`config.mk`:
```
export PLATFORM = sky130hd
export DESIGN_NAME = gpio_bus_ctrl
export DESIGN_NICKNAME = d
export VERILOG_FILES = /design/src/rtl/gpio_pkg.sv /design/src/rtl/gpio_in_sync.sv /design/src/rtl/gpio_line_cfg.sv /design/src/rtl/gpio_bus_port.sv /design/src/rtl/gpio_pad_drive.sv /design/src/rtl/gpio_bus_ctrl.sv
export SDC_FILE = /design/constraint.sdc
export NUM_CORES = 1
export LEC_CHECK = 0
export ABC_AREA = 1
export BUFFER_PORTS_ARGS = -buffer_cell sky130_fd_sc_hd__buf_2
export CAP_MARGIN = 20
export CORE_ASPECT_RATIO = 0.75
export CORE_MARGIN = 2
export CORE_UTILIZATION = 40
export CTS_CLUSTER_DIAMETER = 30
export DETAILED_ROUTE_END_ITERATION = 10
export PLACE_DENSITY = 0.61
export SYNTH_ARGS = -nofsm -noshare
export SYNTH_HDL_FRONTEND = slang
export SYNTH_SLANG_ARGS = --single-unit
```
`constraint.sdc`:
```
create_clock -name clk -period 1.3 [get_ports clk]
set_input_delay 0.26 -clock clk [delete_from_list [all_inputs] [get_ports clk]]
set_output_delay 0.26 -clock clk [all_outputs]
set_load 0.01 [all_outputs]
```
`src/rtl/gpio_pkg.sv`:
```
package gpio_pkg;

    localparam int ADDR_W  = 10;
    localparam int DATA_W  = 16;
    localparam int IDX_W   = 8;
    localparam int BANK_W  = 4;
    localparam int MAX_LINES = 1 << IDX_W;

    // bit positions inside the per-line configuration word
    localparam int B_LVL  = 0;
    localparam int B_OE   = 1;
    localparam int B_IEN  = 2;
    localparam int B_OD   = 4;
    localparam int B_PU   = 5;
    localparam int B_PD   = 6;
    localparam int B_BANK = 8;
    localparam int B_PIN  = 12;

    typedef enum logic [1:0] {
        WIN_CFG  = 2'd0,
        WIN_LVL  = 2'd1,
        WIN_PIN  = 2'd2,
        WIN_NONE = 2'd3
    } win_e;

    typedef struct packed {
        logic [BANK_W-1:0] bank;
        logic              pd;
        logic              pu;
        logic              od;
        logic              ien;
        logic              oe;
        logic              lvl;
    } line_cfg_t;

    function automatic logic [DATA_W-1:0] cfg_to_word(line_cfg_t c, logic pin);
        logic [DATA_W-1:0] w;
        w = '0;
        w[B_LVL]                   = c.lvl;
        w[B_OE]                    = c.oe;
        w[B_IEN]                   = c.ien;
        w[B_OD]                    = c.od;
        w[B_PU]                    = c.pu;
        w[B_PD]                    = c.pd;
        w[B_BANK +: BANK_W]        = c.bank;
        w[B_PIN]                   = pin;
        return w;
    endfunction

    function automatic line_cfg_t word_to_cfg(logic [DATA_W-1:0] w);
        line_cfg_t c;
        c.lvl  = w[B_LVL];
        c.oe   = w[B_OE];
        c.ien  = w[B_IEN];
        c.od   = w[B_OD];
        c.pu   = w[B_PU];
        c.pd   = w[B_PD];
        c.bank = w[B_BANK +: BANK_W];
        return c;
    endfunction

endpackage

```
`src/rtl/gpio_in_sync.sv`:
```
module gpio_in_sync #(
    parameter int WIDTH = 8
) (
    input  logic             clk,
    input  logic             rst_n,
    input  logic [WIDTH-1:0] raw_i,
    output logic [WIDTH-1:0] sync_o
);

    typedef struct packed {
        logic [WIDTH-1:0] stage2;
        logic [WIDTH-1:0] stage1;
    } sync_t;

    sync_t sync_d, sync_q;

    always_comb begin
        sync_d        = sync_q;
        sync_d.stage1 = raw_i;
        sync_d.stage2 = sync_q.stage1;
    end

    always_ff @(posedge clk or negedge rst_n) begin
        if (!rst_n) begin
            sync_q <= '0;
        end else begin
            sync_q <= sync_d;
        end
    end

    assign sync_o = sync_q.stage2;

endmodule

```
`src/rtl/gpio_line_cfg.sv`:
```
module gpio_line_cfg
    import gpio_pkg::*;
#(
    parameter int NUM_LINES = 8
) (
    input  logic                         clk,
    input  logic                         rst_n,
    input  logic                         wr_en_i,
    input  win_e                         wr_win_i,
    input  logic [IDX_W-1:0]             wr_idx_i,
    input  logic [DATA_W-1:0]            wr_data_i,
    output line_cfg_t [NUM_LINES-1:0]    cfg_o
);

    for (genvar g = 0; g < NUM_LINES; g++) begin : g_line
        line_cfg_t cfg_d, cfg_q;
        logic      hit;

        assign hit = wr_en_i && (wr_idx_i == IDX_W'(g));

        always_comb begin
            cfg_d = cfg_q;
            if (hit) begin
                unique case (wr_win_i)
                    WIN_CFG: cfg_d     = word_to_cfg(wr_data_i);
                    WIN_LVL: cfg_d.lvl = wr_data_i[B_LVL];
                    default: cfg_d     = cfg_q;
                endcase
            end
        end

        always_ff @(posedge clk or negedge rst_n) begin
            if (!rst_n) begin
                cfg_q <= '0;
            end else begin
                cfg_q <= cfg_d;
            end
        end

        assign cfg_o[g] = cfg_q;
    end

endmodule

```
`src/rtl/gpio_bus_port.sv`:
```
module gpio_bus_port
    import gpio_pkg::*;
#(
    parameter int NUM_LINES = 8
) (
    input  logic                       clk,
    input  logic                       rst_n,
    input  logic [ADDR_W-1:0]          addr_i,
    input  logic [DATA_W-1:0]          wdata_i,
    input  logic                       we_i,
    input  logic                       re_i,
    input  line_cfg_t [NUM_LINES-1:0]  cfg_i,
    input  logic [NUM_LINES-1:0]       pin_i,
    output logic                       wr_en_o,
    output win_e                       wr_win_o,
    output logic [IDX_W-1:0]           wr_idx_o,
    output logic [DATA_W-1:0]          rdata_o,
    output logic                       ack_o
);

    typedef struct packed {
        logic              ack;
        logic [DATA_W-1:0] rdata;
    } resp_t;

    resp_t             resp_d, resp_q;
    logic [IDX_W-1:0]  idx;
    win_e              win;
    logic              in_range;
    line_cfg_t         sel_cfg;
    logic              sel_pin;
    logic [DATA_W-1:0] rd_word;

    assign idx      = addr_i[IDX_W-1:0];
    assign win      = win_e'(addr_i[ADDR_W-1:IDX_W]);
    assign in_range = (int'(idx) < NUM_LINES);

    // line selection without out-of-range array indexing
    always_comb begin
        sel_cfg = '0;
        sel_pin = 1'b0;
        for (int i = 0; i < NUM_LINES; i++) begin
            if (idx == IDX_W'(i)) begin
                sel_cfg = cfg_i[i];
                sel_pin = pin_i[i];
            end
        end
    end

    always_comb begin
        rd_word = '0;
        if (in_range) begin
            unique case (win)
                WIN_CFG: rd_word = cfg_to_word(sel_cfg, sel_pin);
                WIN_LVL: rd_word[0] = sel_cfg.lvl;
                WIN_PIN: rd_word[0] = sel_pin;
                default: rd_word = '0;
            endcase
        end
    end

    assign wr_en_o  = we_i && in_range && ((win == WIN_CFG) || (win == WIN_LVL));
    assign wr_win_o = win;
    assign wr_idx_o = idx;

    always_comb begin
        resp_d       = resp_q;
        resp_d.ack   = we_i || re_i;
        resp_d.rdata = (re_i && !we_i) ? rd_word : '0;
    end

    always_ff @(posedge clk or negedge rst_n) begin
        if (!rst_n) begin
            resp_q <= '0;
        end else begin
            resp_q <= resp_d;
        end
    end

    assign rdata_o = resp_q.rdata;
    assign ack_o   = resp_q.ack;

endmodule

```
`src/rtl/gpio_pad_drive.sv`:
```
module gpio_pad_drive
    import gpio_pkg::*;
#(
    parameter int NUM_LINES = 8
) (
    input  line_cfg_t [NUM_LINES-1:0]     cfg_i,
    output logic [NUM_LINES-1:0]          pad_out_o,
    output logic [NUM_LINES-1:0]          pad_oe_o,
    output logic [NUM_LINES-1:0]          pad_ien_o,
    output logic [NUM_LINES-1:0]          pad_pu_o,
    output logic [NUM_LINES-1:0]          pad_pd_o,
    output logic [NUM_LINES-1:0]          pad_od_o,
    output logic [BANK_W*NUM_LINES-1:0]   bank_o
);

    for (genvar g = 0; g < NUM_LINES; g++) begin : g_pad
        always_comb begin
            if (cfg_i[g].od) begin
                // open drain: pull low for a 0, release for a 1
                pad_out_o[g] = 1'b0;
                pad_oe_o[g]  = ~cfg_i[g].lvl;
            end else begin
                pad_out_o[g] = cfg_i[g].lvl;
                pad_oe_o[g]  = cfg_i[g].oe;
            end
        end
        assign pad_ien_o[g]                 = cfg_i[g].ien;
        assign pad_pu_o[g]                  = cfg_i[g].pu;
        assign pad_pd_o[g]                  = cfg_i[g].pd;
        assign pad_od_o[g]                  = cfg_i[g].od;
        assign bank_o[g*BANK_W +: BANK_W]   = cfg_i[g].bank;
    end

endmodule

```
`src/rtl/gpio_bus_ctrl.sv`:
```
module gpio_bus_ctrl
    import gpio_pkg::*;
#(
    parameter int NUM_LINES = 8
) (
    input  logic                          clk,
    input  logic                          rst_n,
    input  logic [9:0]                    bus_addr,
    input  logic [15:0]                   bus_wdata,
    input  logic                          bus_we,
    input  logic                          bus_re,
    output logic [15:0]                   bus_rdata,
    output logic                          bus_ack,
    input  logic [NUM_LINES-1:0]          pad_in,
    output logic [NUM_LINES-1:0]          pad_out,
    output logic [NUM_LINES-1:0]          pad_oe,
    output logic [NUM_LINES-1:0]          pad_ien,
    output logic [NUM_LINES-1:0]          pad_pu,
    output logic [NUM_LINES-1:0]          pad_pd,
    output logic [NUM_LINES-1:0]          pad_od,
    output logic [4*NUM_LINES-1:0]        bank_sel
);

    line_cfg_t [NUM_LINES-1:0] cfg;
    logic [NUM_LINES-1:0]      pin_sync;
    logic                      wr_en;
    win_e                      wr_win;
    logic [IDX_W-1:0]          wr_idx;

    gpio_in_sync #(.WIDTH(NUM_LINES)) u_sync (
        .clk    (clk),
        .rst_n  (rst_n),
        .raw_i  (pad_in),
        .sync_o (pin_sync)
    );

    gpio_bus_port #(.NUM_LINES(NUM_LINES)) u_port (
        .clk      (clk),
        .rst_n    (rst_n),
        .addr_i   (bus_addr),
        .wdata_i  (bus_wdata),
        .we_i     (bus_we),
        .re_i     (bus_re),
        .cfg_i    (cfg),
        .pin_i    (pin_sync),
        .wr_en_o  (wr_en),
        .wr_win_o (wr_win),
        .wr_idx_o (wr_idx),
        .rdata_o  (bus_rdata),
        .ack_o    (bus_ack)
    );

    gpio_line_cfg #(.NUM_LINES(NUM_LINES)) u_cfg (
        .clk       (clk),
        .rst_n     (rst_n),
        .wr_en_i   (wr_en),
        .wr_win_i  (wr_win),
        .wr_idx_i  (wr_idx),
        .wr_data_i (bus_wdata),
        .cfg_o     (cfg)
    );

    gpio_pad_drive #(.NUM_LINES(NUM_LINES)) u_pad (
        .cfg_i     (cfg),
        .pad_out_o (pad_out),
        .pad_oe_o  (pad_oe),
        .pad_ien_o (pad_ien),
        .pad_pu_o  (pad_pu),
        .pad_pd_o  (pad_pd),
        .pad_od_o  (pad_od),
        .bank_o    (bank_sel)
    );

endmodule

```
**After elaboration in Yosys (flattened, before gate mapping)**

Cells that the tools add are included.

- Logic and storage cells: 147
- Flip-flop bits (word level): 113
- Output and inout port bits: 97
- Input port bits: 38

- Eq/ne operators: 9
- Bitwise gates (word level): 8
- Order comparisons: 1
- Muxes and demuxes: 36
- Reduce and logical (&&, ||, !) cells: 33

Operators by type and width:

| kind | number |
|---|---|
| 10-bit 2-to-1 mux | 8 |
| 8-bit by 3-bit == test with 1-bit output, second input constant | 4 |
| 16-bit 2-to-1 mux | 2 |
| 2-bit AND reduction | 16 |
| 1-bit 2-to-1 mux | 24 |
| 8-bit by 2-bit == test with 1-bit output, second input constant | 2 |
| 12-bit 2-to-1 mux | 1 |
| 1-bit logical AND | 11 |
| 8-bit by 1-bit == test with 1-bit output, second input constant | 1 |
| 8-bit logical NOT | 1 |
| 8-bit by 4-bit less-than comparator with 1-bit output, second input constant | 1 |
| 1-bit inverter | 8 |
| 2-bit by 1-bit == test with 1-bit output, second input constant | 1 |
| 2-bit == test, second input constant | 1 |
| 2-bit logical NOT | 1 |
| 1-bit logical OR | 2 |
| 1-bit one-hot mux with 2 select lines | 1 |
| 2-bit OR reduction | 1 |
| 1-bit logical NOT | 1 |

**Longest topological paths before layout**

Gate-level depths: netlist of the first run.

- Word-level depth: 12
- Mapped depth: 11
- Depth with buffers taken out: 11

**By module**

Synthesis of the first run repeated with hierarchy kept, for this count alone.

- Cell total of the unflattened synthesis: 750
- Area, all modules: 6,207.2 µm²

By module, submodules not included:

| module | times used | area an instance (µm²) | cells each |
|---|---|---|---|
| gpio_line_cfg | 1 | 3,714.8 | 399 |
| gpio_bus_port | 1 | 1,431.4 | 223 |
| gpio_pad_drive | 1 | 660.6 | 112 |
| gpio_in_sync | 1 | 400.4 | 16 |

**Worst setup path before layout of the first run**

Ideal clock, no wire load.

- Path kind: input to register
- Start point: in bus_addr[4]
- End point: reg u_cfg.g_line[3].cfg_q, in the netlist u_cfg.cfg_o[31]
- Stages on the path: 9
- Library setup time: 0.125 ns
- Path slack: -0.118 ns
- Arrival: 1.292 ns
- Required time: 1.175 ns
- Path through: nor2_2 nand2_4 nor2_4 nand2_2 nor2_2 nand2_2 buf_2 nand2_1 o21ai_1

- Word-level cells in the longest chain between the ends: 5
- Elaborated cells between the ends (all ways): 6
- Classes of those cells: order compare (1); eq/ne (1); reduce/logical (4)

Ends and longest elaborated chain:

| element | RTL line | text |
|---|---|---|
| start, declared | gpio_bus_ctrl.sv:8 | `input logic [9:0] bus_addr,` |
| 8-bit by 4-bit less-than comparator with 1-bit output | gpio_bus_port.sv:36 | `assign in_range = (int'(idx) < NUM_LINES);` |
| 1-bit logical AND (2 in a row) | gpio_bus_port.sv:62 | `assign wr_en_o = we_i && in_range && ((win == WIN_CFG) \|\| (win == WIN_LVL));` |
| 1-bit logical AND (*) | gpio_line_cfg.sv:19 | `assign hit = wr_en_i && (wr_idx_i == IDX_W'(g));` |
| 2-bit AND reduction (no line) (*) | - |  |
| end signal, assigned | gpio_line_cfg.sv:36 | `cfg_q <= cfg_d;` |
| end, declared | gpio_line_cfg.sv:16 | `line_cfg_t cfg_d, cfg_q;` |

Every way passes the cells marked *; elsewhere a longest branch is shown, timed or not.
A chain may end at the register's enable or synchronous reset.

**Worst setup path in the final report of the first run**

- Start point: reg u_cfg.g_line[0].cfg_q, in the netlist u_cfg.cfg_o[3]
- End point: out pad_oe[0]

- Word-level cells in the longest chain between the ends: 1

Ends and longest elaborated chain:

| element | RTL line | text |
|---|---|---|
| start, declared | gpio_line_cfg.sv:16 |  |
| start signal, assigned | gpio_line_cfg.sv:36 |  |
| 1-bit 2-to-1 mux | gpio_pad_drive.sv:18 | `if (cfg_i[g].od) begin` |
| end, declared | gpio_bus_ctrl.sv:16 | `output logic [NUM_LINES-1:0] pad_oe,` |

No other way between the ends.

==> results of run 1 <==
report_power, final:
part | leakage (nW) | internal [mW] | switching [mW] | total [mW]
clock network | 0.159 | 1.74 | 1.24 | 2.98
registers | 1.43 | 3.39 | 0.00885 | 3.39
logic | 2.03 | 0.113 | 0.239 | 0.352
sequential cells by signal (all words and copies together) (netlist names):
register / flops
u_cfg.cfg_o: 80
u_port.ack_o: 1
u_port.rdata_o: 11
u_sync.sync_d: 8
u_sync.sync_o: 8
repair_timing:
action | CTS | global route
hold buffers | 1 | 0
pin swaps | 9 | 26
gates resized for setup | 31 | 88
hold endpoints to repair | 108 | 0
setup buffers | 8 | 14
endpoints found under the setup margin | 16 | 93
cloned | 0 | 8
stage by stage:
stage | worst slack [ps] | setup TNS (ps) | util
after floorplan | -93.0 | -2050 | -
after global placement | -366 | -20870 | 0.457
after detailed placement | -380 | -24400 | 0.457
after CTS | -130 | -1050 | 0.494
after global routing | -176 | -2550 | 0.534
final | -117 | -892 | 0.534
path summary, 6_finish.rpt:
check	startpoint	to	slack (ps)
setup / recovery	u_cfg.cfg_o[3]	pad_oe[0]	-120
min in group asynchronous	rst_n	u_port.ack_o	260
setup reg to reg	u_cfg.cfg_o[23]	u_port.rdata_o[4]	20
hold reg to reg	u_sync.sync_d[14]	u_sync.sync_o[6]	350
hold / removal	pad_in[3]	u_sync.sync_d[11]	10
max in group asynchronous	rst_n	u_cfg.cfg_o[43]	540
routing by layer:
| metal | part of all wire | wire length [um] | vias up |
|---|---|---|---|
| met3 | 0.071 | 1060 | 18 |
| met4 | 0.015 | 217 | 0 |
| met1 | 0.47 | 6920 | 2158 |
| li1 | - | - | 2188 |
| met2 | 0.45 | 6610 | 178 |
| met5 | 0 | 0 | - |
critical path: cells and delay by family (launching register included):
| family | cells | cell delay (ps) |
|---|---|---|
| DFF | 1 | 370 |
| buffers and inverters | 2 | 260 |
| AOI/OAI and AO/OA | 1 | 130 |
| and+or+nand+nor | 1 | 40 |
layout make-up:
class,count,area (sq um)
tap,171,214
multi-input combinational,383,2160
fill,1165,6020
timing repair buffer,194,1290
sequential,108,2710
clock inverter,6,86.3
clock buffer,10,239
inverter,53,208
kinds of logic after synthesis:
logic type / after synthesis / share of synthesized area
DFF: 108 / 0.515
buffers and inverters: 135 / 0.154
AOI/OAI and AO/OA: 109 / 0.106
other: 1 / 0.000714
and+or+nand+nor: 262 / 0.225
placed cells by master (no fill, tap or decap), types with 12 or more instances in the layout:
cell     Yosys  final
nor2_2      12     14
o21ai_0     21     15
nand3_1     27     21
nand2_4      1     12
inv_2        5     15
buf_2        9    115
a21oi_1     18     15
dfrtp_1    108    104
nor2_1      48     32
buf_4       69     56
o21ai_1     64     62
nor2_4       4     18
nand2_2      9     15
nand2_1    147    131
inv_1       47     36
buf_6        4     18
==> impl_metrics.env, run 1 <==
export IMPL_outcome="finished with violations"
export IMPL_violations="setup timing"
export IMPL_crit_required_ps=1040
export IMPL_reg2reg_depth=8
export IMPL_drc=0
export IMPL_power_total_mw=6.73
export IMPL_dr_total_vias=4542
export IMPL_async_flop_share=1.00
export IMPL_maxCapViolCount=0
export IMPL_dpl_hpwl_um=10600
export IMPL_synth_area_leader_cell="dfrtp_1"
export IMPL_port_buffers=123
export IMPL_dp_cells=879
export IMPL_grt_busiest_layer="met1"
export IMPL_grt_pass1_wl_um=22100
export IMPL_crit_type="register to primary output"
export IMPL_antenna_left=0
export IMPL_cts_made_buffers=9
export IMPL_htreeDepth=3
export IMPL_max_freq_mhz=706
export IMPL_cp_max_fo=5
export IMPL_synth_ff_type="dfrtp_1"
export IMPL_ys_seq_area_frac=0.515
export IMPL_globalRouteOverflowTotal=0
export IMPL_fin_crit_ps=1420
export IMPL_skew_ps=4.05
export IMPL_finalHoldViolations=0
export IMPL_grt_pass1_vias=4265
export IMPL_rsz0062_at_grt="true"
export IMPL_place_area_sq_um=5910
export IMPL_fin_area_sq_um=6910
export IMPL_period_share=1.09
export IMPL_path_cells="buf_6 -> nor2_4 -> a21oi_4 -> buf_6"
export IMPL_grtUsageTotal=0.205
export IMPL_synth_seq_cells=108
export IMPL_power_leakage_nw=3.62
export IMPL_yosys_warnings=0
export IMPL_worstSetupEndpointType="primary output"
export IMPL_synth_top_cells_by_area="dfrtp_1 51%, nand2_1 11%, buf_4 9.9%"
export IMPL_drtPass1Iterations=5
export IMPL_dr_first_iter_drc_count=330
export IMPL_grt_max_degree=58
export IMPL_syn_area_sq_um=5250
export IMPL_slew_violations=0
export IMPL_slowest_delay_ps=370
export IMPL_coreArea_sq_um=12900
export IMPL_p_per_area_nw_per_um2=974
export IMPL_top_level_ports=135
export IMPL_clkTransAtPathRegs_ps=70
export IMPL_avgSynthCellArea_sq_um=8.54
export IMPL_cpMostUsedCell="buf_6"
export IMPL_ir_worst_vdd_uv=767
export IMPL_die_area_sq_um=14100
export IMPL_synth_commonest_cells="147 x nand2_1, 108 x dfrtp_1, 69 x buf_4"
export IMPL_drt_total_wl_um=14800
export IMPL_gp_congestion=0.877
export IMPL_hold_depth=1
export IMPL_wire_per_inst_um=16.0
export IMPL_clock_sinks=108
export IMPL_avgViaCountPerCell=4.91
export IMPL_min_path_type="primary input to register"
export IMPL_synth_top_area_frac=0.515
export IMPL_cts_root_buf="clkbuf_16"
export IMPL_layout_drive_gt1_share=0.423
export IMPL_setup_ws_ps=-117
export IMPL_start_util=0.406
export IMPL_diodes=0
export IMPL_use_met2=0.303
export IMPL_cts_tree="yes"
export IMPL_synth_most_common_cell="nand2_1"
export IMPL_setup_viol=19
export IMPL_ys_types=27
export IMPL_fin_nets=787
export IMPL_use_met1=0.309
export IMPL_clock_path_buffers=2
export IMPL_fp_dieW_um=136
export IMPL_rows=36
export IMPL_area_delta_synth_final_pct=31.5
export IMPL_synth_edff_count=0
export IMPL_cp_slowest_cell="dfrtp_1"
export IMPL_grt_antenna_before_repair=0
export IMPL_clock_latency_ps=350
export IMPL_use_met3=0.0463
export IMPL_worstPathArrival_ps=1160
export IMPL_critPathLaunchType="register"
export IMPL_dieHeight_um=103
export IMPL_whs_ps=10.4
export IMPL_finalNonFillerCells=925
export IMPL_syn_inst=615
Power figures use the tool's default switching activity.
==> inputs of run 2 (changes only) <==
- SKIP_LAST_GASP: not set -> 1
==> run 2 against run 1 <==
The flow still finishes with violations (setup timing). Clock skew is essentially flat. Sequential power is essentially flat. Core utilization shrank 0.19 points. Critical path type unchanged. Largest cell class unchanged. Largest power group unchanged.
==> impl_metrics.env, run 2 (synthesis gave the netlist of run 1 again) <==
export IMPL_outcome="finished with violations"
export IMPL_violations="setup timing"
export IMPL_drt_total_wl_um=14700
export IMPL_maxCapViolCount=0
export IMPL_fp_dieW_um=136
export IMPL_start_util=0.406
export IMPL_period_share=1.09
export IMPL_clkTransAtPathRegs_ps=70
export IMPL_setup_viol=17
export IMPL_min_path_type="primary input to register"
export IMPL_globalRouteOverflowTotal=0
export IMPL_dr_wl_met3_um=1110
export IMPL_critPathLaunchType="register"
export IMPL_die_area_sq_um=14100
export IMPL_drc=0
export IMPL_diodes=0
export IMPL_worstPathArrival_ps=1150
export IMPL_fin_crit_ps=1410
export IMPL_htreeDepth=3
export IMPL_highest_layer="met4"
export IMPL_dieHeight_um=103
export IMPL_dpl_hpwl_um=10600
export IMPL_clock_path_buffers=2
export IMPL_rows=36
export IMPL_grt_antenna_before_repair=0
export IMPL_power_leakage_nw=3.62
export IMPL_final_common_cell="nand2_1"
export IMPL_slew_violations=0
export IMPL_grt_max_degree=58
export IMPL_finalHoldViolations=0
export IMPL_finalNonFillerCells=924
export IMPL_grt_pass1_vias=4265
export IMPL_wire_per_inst_um=15.9
export IMPL_gp_congestion=0.877
export IMPL_p_per_area_nw_per_um2=978
export IMPL_cts_made_buffers=9
export IMPL_max_freq_mhz=707
export IMPL_drtPass1Iterations=5
export IMPL_whs_ps=11.7
export IMPL_grtUsageTotal=0.205
export IMPL_cts_tree="yes"
export IMPL_wl_met2_um=6510
export IMPL_final_cell_mix="132 x nand2_1, 115 x buf_2, 104 x dfrtp_1, 61 x o21ai_1, 56 x buf_4"
export IMPL_largest_reg_flops=80
export IMPL_cp_max_fo=5
export IMPL_rsz0062_at_grt="true"
export IMPL_setup_tns_ps=-838
export IMPL_layout_drive_gt1_share=0.416
export IMPL_port_buffers=123
export IMPL_met1Wirelength_um=6840
export IMPL_fin_nets=786
export IMPL_cts_root_buf="clkbuf_16"
export IMPL_clock_latency_ps=350
export IMPL_dr_total_vias=4552
export IMPL_ir_worst_vdd_uv=770
export IMPL_avgViaCountPerCell=4.93
export IMPL_clock_sinks=108
export IMPL_dp_cells=879
export IMPL_top_level_ports=135
export IMPL_crit_type="register to primary output"
export IMPL_coreArea_sq_um=12900
export IMPL_dr_first_iter_drc_count=283
export IMPL_grt_pass1_wl_um=22100
export IMPL_skew_ps=4.17
export IMPL_worstSetupEndpointType="primary output"
export IMPL_crit_required_ps=1040
export IMPL_area_delta_synth_final_pct=31.0
export IMPL_postLayoutCoreUtil=0.532
export IMPL_antenna_left=0
export IMPL_setup_ws_ps=-114
[run 2: cell count changes in the layout (fill, tap and decap cells not counted), sizes merged]
cell / previous run / this run
nand3: 33 / 31
buf: 193 / 194
[run 2: metal layers]
| layer | global-route usage | vias up |
|---|---|---|
| li1 | - | 2176 |
| met1 | 0.309 | 2162 |
| met2 | 0.303 | 193 |
| met3 | 0.0463 | 21 |
| met4 | 0.0465 | 0 |
| met5 | 0 | - |
[run 2: report_power, final]
group	internal [mW]	switching, mW
combinational	0.114	0.237
sequential	3.39	0.00896
clock	1.74	1.24
[run 2: final timing paths]
| check | slack, ps | endpoint | startpoint | cells past startpoint |
|---|---|---|---|---|
| max in group asynchronous | 540 | u_cfg.cfg_o[43] | rst_n | 3 |
| setup reg to reg | -40 | u_port.rdata_o[4] | u_cfg.cfg_o[3] | 8 |
| min in group asynchronous | 260 | u_port.ack_o | rst_n | 2 |
| hold reg to reg | 350 | u_sync.sync_o[6] | u_sync.sync_d[14] | 0 |
| hold / removal | 10 | u_sync.sync_d[11] | pad_in[3] | 1 |
| setup / recovery | -110 | pad_oe[0] | u_cfg.cfg_o[3] | 4 |
[run 2: repair_timing]
item	CTS	global route
hold endpoints to repair	108	0
gates cloned	0	6
gates resized for setup	30	81
setup endpoints to repair	16	93
pin swaps	9	26
hold buffers	1	0
setup buffers	8	14
[run 2: final cells by class]
cell class | instances | area (sq um)
multi-input cells | 381 | 2110
well taps | 171 | 214
clock buffers | 10 | 239
inverters | 53 | 210
fillers | 1172 | 6050
flip-flops and latches | 108 | 2710
clock inverters | 6 | 86.3
repair buffers | 195 | 1310
[run 2: worst max-delay path: stages, from the launching register on]
cell and delay, ps:
dfrtp_1 370, buf_6 140, nor2_4 40, a21oi_4 130, buf_6 120
[run 2: metrics by stage]
step / instance area (sq um) / power [mW] / setup slack, ps
6_report: 6880 / 6.73 / -114
5_1_grt: 6880 / 6.95 / -176
4_1_cts: 6380 / 6.73 / -130
3_5_place_dp: 5910 / 3.77 / -380
3_3_place_gp: 5910 / 3.77 / -366
2_1_floorplan: 5300 / 3.56 / -93.0
